File: config.mk
export PLATFORM = sky130hd
export DESIGN_NAME = ltw_walker
export DESIGN_NICKNAME = d
export VERILOG_FILES = /design/src/rtl/ltw_walker.sv
export SDC_FILE = /design/constraint.sdc
export NUM_CORES = 1
export LEC_CHECK = 0
export ABC_CLOCK_PERIOD_IN_PS = 5500
export CORE_AREA = 2 2 145 147
export DETAILED_ROUTE_END_ITERATION = 6
export DIE_AREA = 0 0 147 149
export DONT_BUFFER_PORTS = 1
export SETUP_SLACK_MARGIN = 0.3
export SLEW_MARGIN = 10
export SYNTH_ARGS = -nofsm -noshare
export SYNTH_HDL_FRONTEND = slang
export SYNTH_SLANG_ARGS = --single-unit
export TNS_END_PERCENT = 50
File: constraint.sdc
create_clock -name clk -period 5.5 [get_ports clk]
set_clock_uncertainty 0.15 [all_clocks]
set_input_delay 1.1 -clock clk [delete_from_list [all_inputs] [get_ports clk]]
set_output_delay 1.1 -clock clk [all_outputs]
set_load 0.005 [all_outputs]
File: src/rtl/ltw_walker.sv
module ltw_walker #(
  parameter int VA_W = 32,
  parameter int PA_W = 40,
  parameter int D_W  = 64,
  parameter int AT_W = 22
) (
  input  logic            clk,
  input  logic            rst_n,
  input  logic            tr_valid,
  output logic            tr_ready,
  input  logic [31:0]     tr_ctrl,
  input  logic [D_W-1:0]  tr_base0,
  input  logic [D_W-1:0]  tr_base1,
  input  logic [VA_W-1:0] tr_vaddr,
  output logic            rd_valid,
  input  logic            rd_ready,
  output logic [PA_W-1:0] rd_addr,
  input  logic            rsp_valid,
  input  logic [D_W-1:0]  rsp_data,
  output logic            busy,
  output logic            done,
  output logic            fault,
  output logic [1:0]      res_level,
  output logic [PA_W-1:0] res_pa,
  output logic [5:0]      res_size_log2,
  output logic [AT_W-1:0] res_attr
);
  localparam int PG_W = 12;
  localparam int TA_W = 5;
  localparam int ZX_W = PA_W - VA_W;

  typedef enum logic [1:0] {S_IDLE, S_REQ, S_WAIT} st_t;

  function automatic logic [PA_W-1:0] idx_of(input logic [1:0] lv, input logic [VA_W-1:0] va);
    logic [VA_W-1:0] s;
    case (lv)
      2'd1:    s = va >> 27;
      2'd2:    s = va >> 18;
      default: s = va >> 9;
    endcase
    return {{(PA_W-PG_W){1'b0}}, s[11:3], 3'b000};
  endfunction

  st_t               st;
  logic [1:0]        lvl;
  logic [VA_W-1:0]   va_q;
  logic [PA_W-1:0]   daddr;
  logic [TA_W-1:0]   tattr;

  // region selection
  logic [2:0]      t0, t1, tsz;
  logic [VA_W-1:0] hm0, hm1, va_m;
  logic            in0, in1, sel1, gap, dis, start2;
  logic [3:0]      nsh;
  logic [D_W-1:0]  base;
  logic [PA_W-1:0] base_al, first_addr;

  assign t0   = tr_ctrl[2:0];
  assign t1   = tr_ctrl[18:16];
  assign hm0  = ~({VA_W{1'b1}} >> t0);
  assign hm1  = ~({VA_W{1'b1}} >> t1);
  assign in0  = (t0 != 3'd0) && ((tr_vaddr & hm0) == '0);
  assign in1  = (t1 != 3'd0) && ((~tr_vaddr & hm1) == '0);
  assign sel1 = !in0 && (in1 || ((t0 != 3'd0) && (t1 == 3'd0)));
  assign gap  = !in0 && !in1 && (t0 != 3'd0) && (t1 != 3'd0);
  assign tsz  = sel1 ? t1 : t0;
  assign dis  = sel1 ? tr_ctrl[23] : tr_ctrl[7];
  assign base = sel1 ? tr_base1 : tr_base0;
  assign start2 = tsz > 3'd1;
  assign nsh  = start2 ? (4'd14 - {1'b0, tsz}) : (4'd5 - {1'b0, tsz});
  assign base_al = base[PA_W-1:0] & ~((PA_W'(1) << nsh) - PA_W'(1));
  assign va_m = tr_vaddr & ({VA_W{1'b1}} >> tsz);
  assign first_addr = base_al | idx_of(start2 ? 2'd2 : 2'd1, va_m);

  // descriptor decode
  logic            d_bad, d_tbl;
  logic [5:0]      sl;
  logic [PA_W-1:0] d_out, off_m, blk_pa, nxt_addr;
  logic [AT_W-1:0] attr_c;
  logic [TA_W-1:0] tattr_n;

  assign d_bad = !rsp_data[0] || ((lvl == 2'd3) && !rsp_data[1]);
  assign d_tbl = rsp_data[1] && (lvl != 2'd3);
  assign d_out = {rsp_data[PA_W-1:PG_W], {PG_W{1'b0}}};
  assign sl    = (lvl == 2'd1) ? 6'd30 : (lvl == 2'd2) ? 6'd21 : 6'd12;
  assign off_m = (PA_W'(1) << sl) - PA_W'(1);
  assign blk_pa = d_out | ({{ZX_W{1'b0}}, va_q} & off_m);
  assign nxt_addr = d_out | idx_of(lvl + 2'd1, va_q);
  assign tattr_n = tattr | rsp_data[D_W-1:D_W-TA_W];

  always_comb begin
    attr_c = {rsp_data[63:52], rsp_data[11:2]};
    attr_c[12:11] = attr_c[12:11] | tattr[1:0];
    attr_c[5] = attr_c[5] | tattr[3];
    if (tattr[2]) attr_c[4] = 1'b0;
  end

  assign busy     = (st != S_IDLE);
  assign tr_ready = !busy;
  assign rd_valid = (st == S_REQ);
  assign rd_addr  = daddr;

  always_ff @(posedge clk) begin
    if (!rst_n) begin
      st <= S_IDLE;
      lvl <= 2'd1;
      va_q <= '0;
      daddr <= '0;
      tattr <= '0;
      done <= 1'b0;
      fault <= 1'b0;
      res_level <= 2'd0;
      res_pa <= '0;
      res_size_log2 <= '0;
      res_attr <= '0;
    end else begin
      done <= 1'b0;
      case (st)
        S_IDLE: if (tr_valid) begin
          if (gap || dis) begin
            done <= 1'b1;
            fault <= 1'b1;
            res_level <= 2'd1;
          end else begin
            st <= S_REQ;
            lvl <= start2 ? 2'd2 : 2'd1;
            va_q <= va_m;
            daddr <= first_addr;
            tattr <= '0;
          end
        end
        S_REQ: if (rd_ready) st <= S_WAIT;
        S_WAIT: if (rsp_valid) begin
          if (d_bad) begin
            st <= S_IDLE;
            done <= 1'b1;
            fault <= 1'b1;
            res_level <= lvl;
          end else if (d_tbl) begin
            st <= S_REQ;
            lvl <= lvl + 2'd1;
            daddr <= nxt_addr;
            tattr <= tattr_n;
          end else begin
            st <= S_IDLE;
            done <= 1'b1;
            fault <= 1'b0;
            res_level <= lvl;
            res_pa <= blk_pa;
            res_size_log2 <= sl;
            res_attr <= attr_c;
          end
        end
        default: st <= S_IDLE;
      endcase
    end
  end


  req_hold_chk: assert property (@(posedge clk) disable iff (!rst_n)
    rd_valid && !rd_ready |=> rd_valid && $stable(rd_addr));

  idle_quiet_chk: assert property (@(posedge clk) disable iff (!rst_n)
    !busy |-> !rd_valid);

  done_pulse_chk: assert property (@(posedge clk) disable iff (!rst_n)
    done |=> !done);

  result_hold_chk: assert property (@(posedge clk) disable iff (!rst_n)
    !done |-> $stable(res_pa) && $stable(res_attr) && $stable(fault));

  level_range_chk: assert property (@(posedge clk) disable iff (!rst_n)
    done |-> res_level != 2'd0);

  size_legal_chk: assert property (@(posedge clk) disable iff (!rst_n)
    done && !fault |-> (res_size_log2 == 6'd30) || (res_size_log2 == 6'd21) || (res_size_log2 == 6'd12));
endmodule

==> impl_metrics.csv <==
group,metric,value,unit
critical_path,path_class,"in2reg",
floorplanning,dieHeight,149,µm
finish,syn2layout_area_growth,11.2,%
sta,finalHoldViolCount,0,
place,hpwlAfterDp,18500,µm
sta,finalSetupViolCount,0,
clock_network,clkTransAtPathRegs,70,ps
finish,nNetsFinal,1169,
sta,max_freq,225,MHz
logic_synthesis,async_flop_share,0,
clock_network,numCtsBuffers,17,
logic_synthesis,synth_cell_types,69,
power_and_ir_drop,power_density,333,nW/µm²
logic_synthesis,synth.avg_cell_area,7.94,µm²
route,firstDrtPassIters,5,
outcome,status,"complete, no violations",
sta,drv_slew,0,
logic_synthesis,synth_top_area_share,0.411,
finish,final_core_util,0.398,
place,numPortBuffers,0,
clock_network,cts.root.buffer_cell,"clkbuf_16",
logic_synthesis,synth_seq_area_share,0.411,
critical_path,cp_max_fo,12,
finish,nFillCells,2099,
route,ant_nets,0,
global_route,grtUsageTotal,0.226,
route,routed_wl,25900,µm
place,gp_congestion,0.903,
power_and_ir_drop,ir_drop,211,µV
clock_network,cts-resized-gates,0,
global_route,overflow,0,
power_and_ir_drop,power.static_leakage,0.00305,µW
clock_network,postCtsSetupBuffers,0,
floorplanning,core.rowCount,53,
logic_synthesis,synth_common_cells,"202 x nand2_1, 151 x dfxtp_1, 115 x a21oi_1",
critical_path,worstReg2RegStart,"st[1]",
floorplanning,ios,376,
critical_path,required,5630,ps
global_route,grt_pass1_vias,5984,
floorplanning,die_x,147,µm
global_route,grt_max_degree,72,
critical_path,endpoint_kind,"flop",
logic_synthesis,synth.most_common_cell,"nand2_1",
finish,diodes,0,
finish,seqCellArea,3020,µm²
floorplanning,core,20600,µm²
sta,rsz0062_at_grt,"no",
clock_network,cts_hold_buf,0,
critical_path,crit_path_start_kind,"input port",
clock_network,htreeDepth,4,
logic_synthesis,synth_warnings,0,
global_route,grt_pass1_wl,37500,µm
finish,final_cells,1179,
power_and_ir_drop,power,2720,µW
clock_network,clkSinkCount,151,
flow_run,drv_cap,0,
floorplanning,start_util,0.358,
clock_network,insertion_delay,420,ps
route,drt_iter0_markers,540,
logic_synthesis,synth_edf_count,0,
logic_synthesis,synth-seq-cells,151,
place,place_inst,1147,
clock_network,cts_tree,"built",
sta,period_minus_slack,4450,ps
place,dpl_cell_area,7560,µm²
finish,multi_input_area,4000,µm²
critical_path,worst_r2r_endpoint,"rd_addr[7]",
route,num_vias,6683,
logic_synthesis,synth_ff_type,"dfxtp_1",
floorplanning,die-area,21900,µm²
sta,tightestPinTransition,788,ps
critical_path,reg2reg_setup_slack,1830,ps
sta,relSlewSlack,0.474,
logic_synthesis,ys_top_cells_by_area,"dfxtp_1 41%, nand2_1 10%, a21oi_1 7.8%",
critical_path,arrival,4580,ps
logic_synthesis,syn_area,7360,µm²
worst_hold_path,hold_path_class,"reg2reg",
worst_hold_path,whs_path_depth,2,
worst_hold_path,min_from,"va_q[10]",
finish,drive_above_1_share,0.0819,
logic_synthesis,netlist_instances,927,
global_route,antenna_found_initial,0,
route,post-route-drc-count,0,
sta,totalNegativeSetupSlack,0,ps
clock_network,cts_buffer_depth,2,
critical_path,reg2regPathDepth,11,
route,avgViaCountPerCell,5.67,
worst_hold_path,hold_end,"va_q[10]",
logic_synthesis,synth_largest_area_cell,"dfxtp_1",
finish,post-route-cell-area,8180,µm²
sta,period_share,0.808,
route,wire_per_inst,22.0,µm
==> layout make-up <==
class | count | area share
multi-input combinational | 688 | 0.490
inverter | 16 | 0.00765
tap | 275 | 0.0421
clock inverter | 15 | 0.0234
sequential | 151 | 0.370
timing repair buffer | 17 | 0.0156
clock buffer | 17 | 0.0520
==> logic make-up after synthesis <==
logic type | after synthesis | share of synthesized area
XOR/XNOR | 7 | 0.00833
buffers and inverters | 89 | 0.0478
multiplexers | 43 | 0.0592
AO/OA/AOI/OAI | 249 | 0.225
AND/OR/NAND/NOR | 370 | 0.219
other | 1 | 0.000510
flip-flops | 151 | 0.411
adder cells (fa/ha/maj) | 17 | 0.0289
==> state kept, by name, indices dropped and copies added (netlist names) <==
register       count
res_attr          22
rd_addr           40
st                 2
lvl                2
res_size_log2      5
res_level          2
tattr              4
res_pa            40
done               1
va_q              32
fault              1
==> worst max path at each step <==
stage	from	cells after the start	to	slack (ps)
floorplan	tr_vaddr[27]	14	rd_addr[2]	770
global placement	tr_vaddr[29]	17	rd_addr[15]	690
detailed placement	tr_vaddr[25]	17	rd_addr[15]	620
CTS	tr_vaddr[25]	17	rd_addr[15]	1080
global route	tr_vaddr[25]	17	rd_addr[15]	830
finish	tr_vaddr[25]	17	rd_addr[15]	1050
==> report_power, final <==
group	switching, µW	internal (µW)
Sequential	28.0	1120
Clock	528	691
Combinational	225	126
==> per-stage QoR <==
step / worst slack (ps) / hold slack (ps)
after CTS: 1080 / 307
after global placement: 694 / 289
final: 1050 / 305
after floorplan: 774 / 278
after global routing: 834 / 325
after detailed placement: 616 / 294
==> metal layers <==
metal	share of wire	vias to the layer above	GRT usage
met5	0	-	0
met4	0.021	0	0.0683
met3	0.10	26	0.0755
met2	0.45	330	0.345
met1	0.43	3116	0.305
li1	-	3211	-
==> cells in the final DEF, fill, tap and decap left out, types with 5 or more instances in the layout <==
master     instances
nand2_1          201
o2bb2ai_1         12
xnor2_1            5
a21o_1             6
nor3_1            33
ha_1              17
nand3_1           44
inv_1             15
o21ai_0           15
a21oi_1          115
nand2b_1           5
o211ai_1          21
clkbuf_16         17
a211oi_1          25
dfxtp_1          151
mux2i_1           39
nor2_1            52
buf_4             17
==> worst max-delay path: stages <==
cell      delay (ps)
nand2b_1         140
a31oi_1          470
o21ai_0          310
nand3_2          170
mux2i_1           80
buf_4            180
ha_1             210
inv_1            200
nand2_1          120
a211oi_1         440
a221o_1          370
nand3_1          180
ha_1             310
nand2_1           60
o211ai_1          90
o21ai_0          100
nor2_1            50
(Power assumes the default switching activity.)
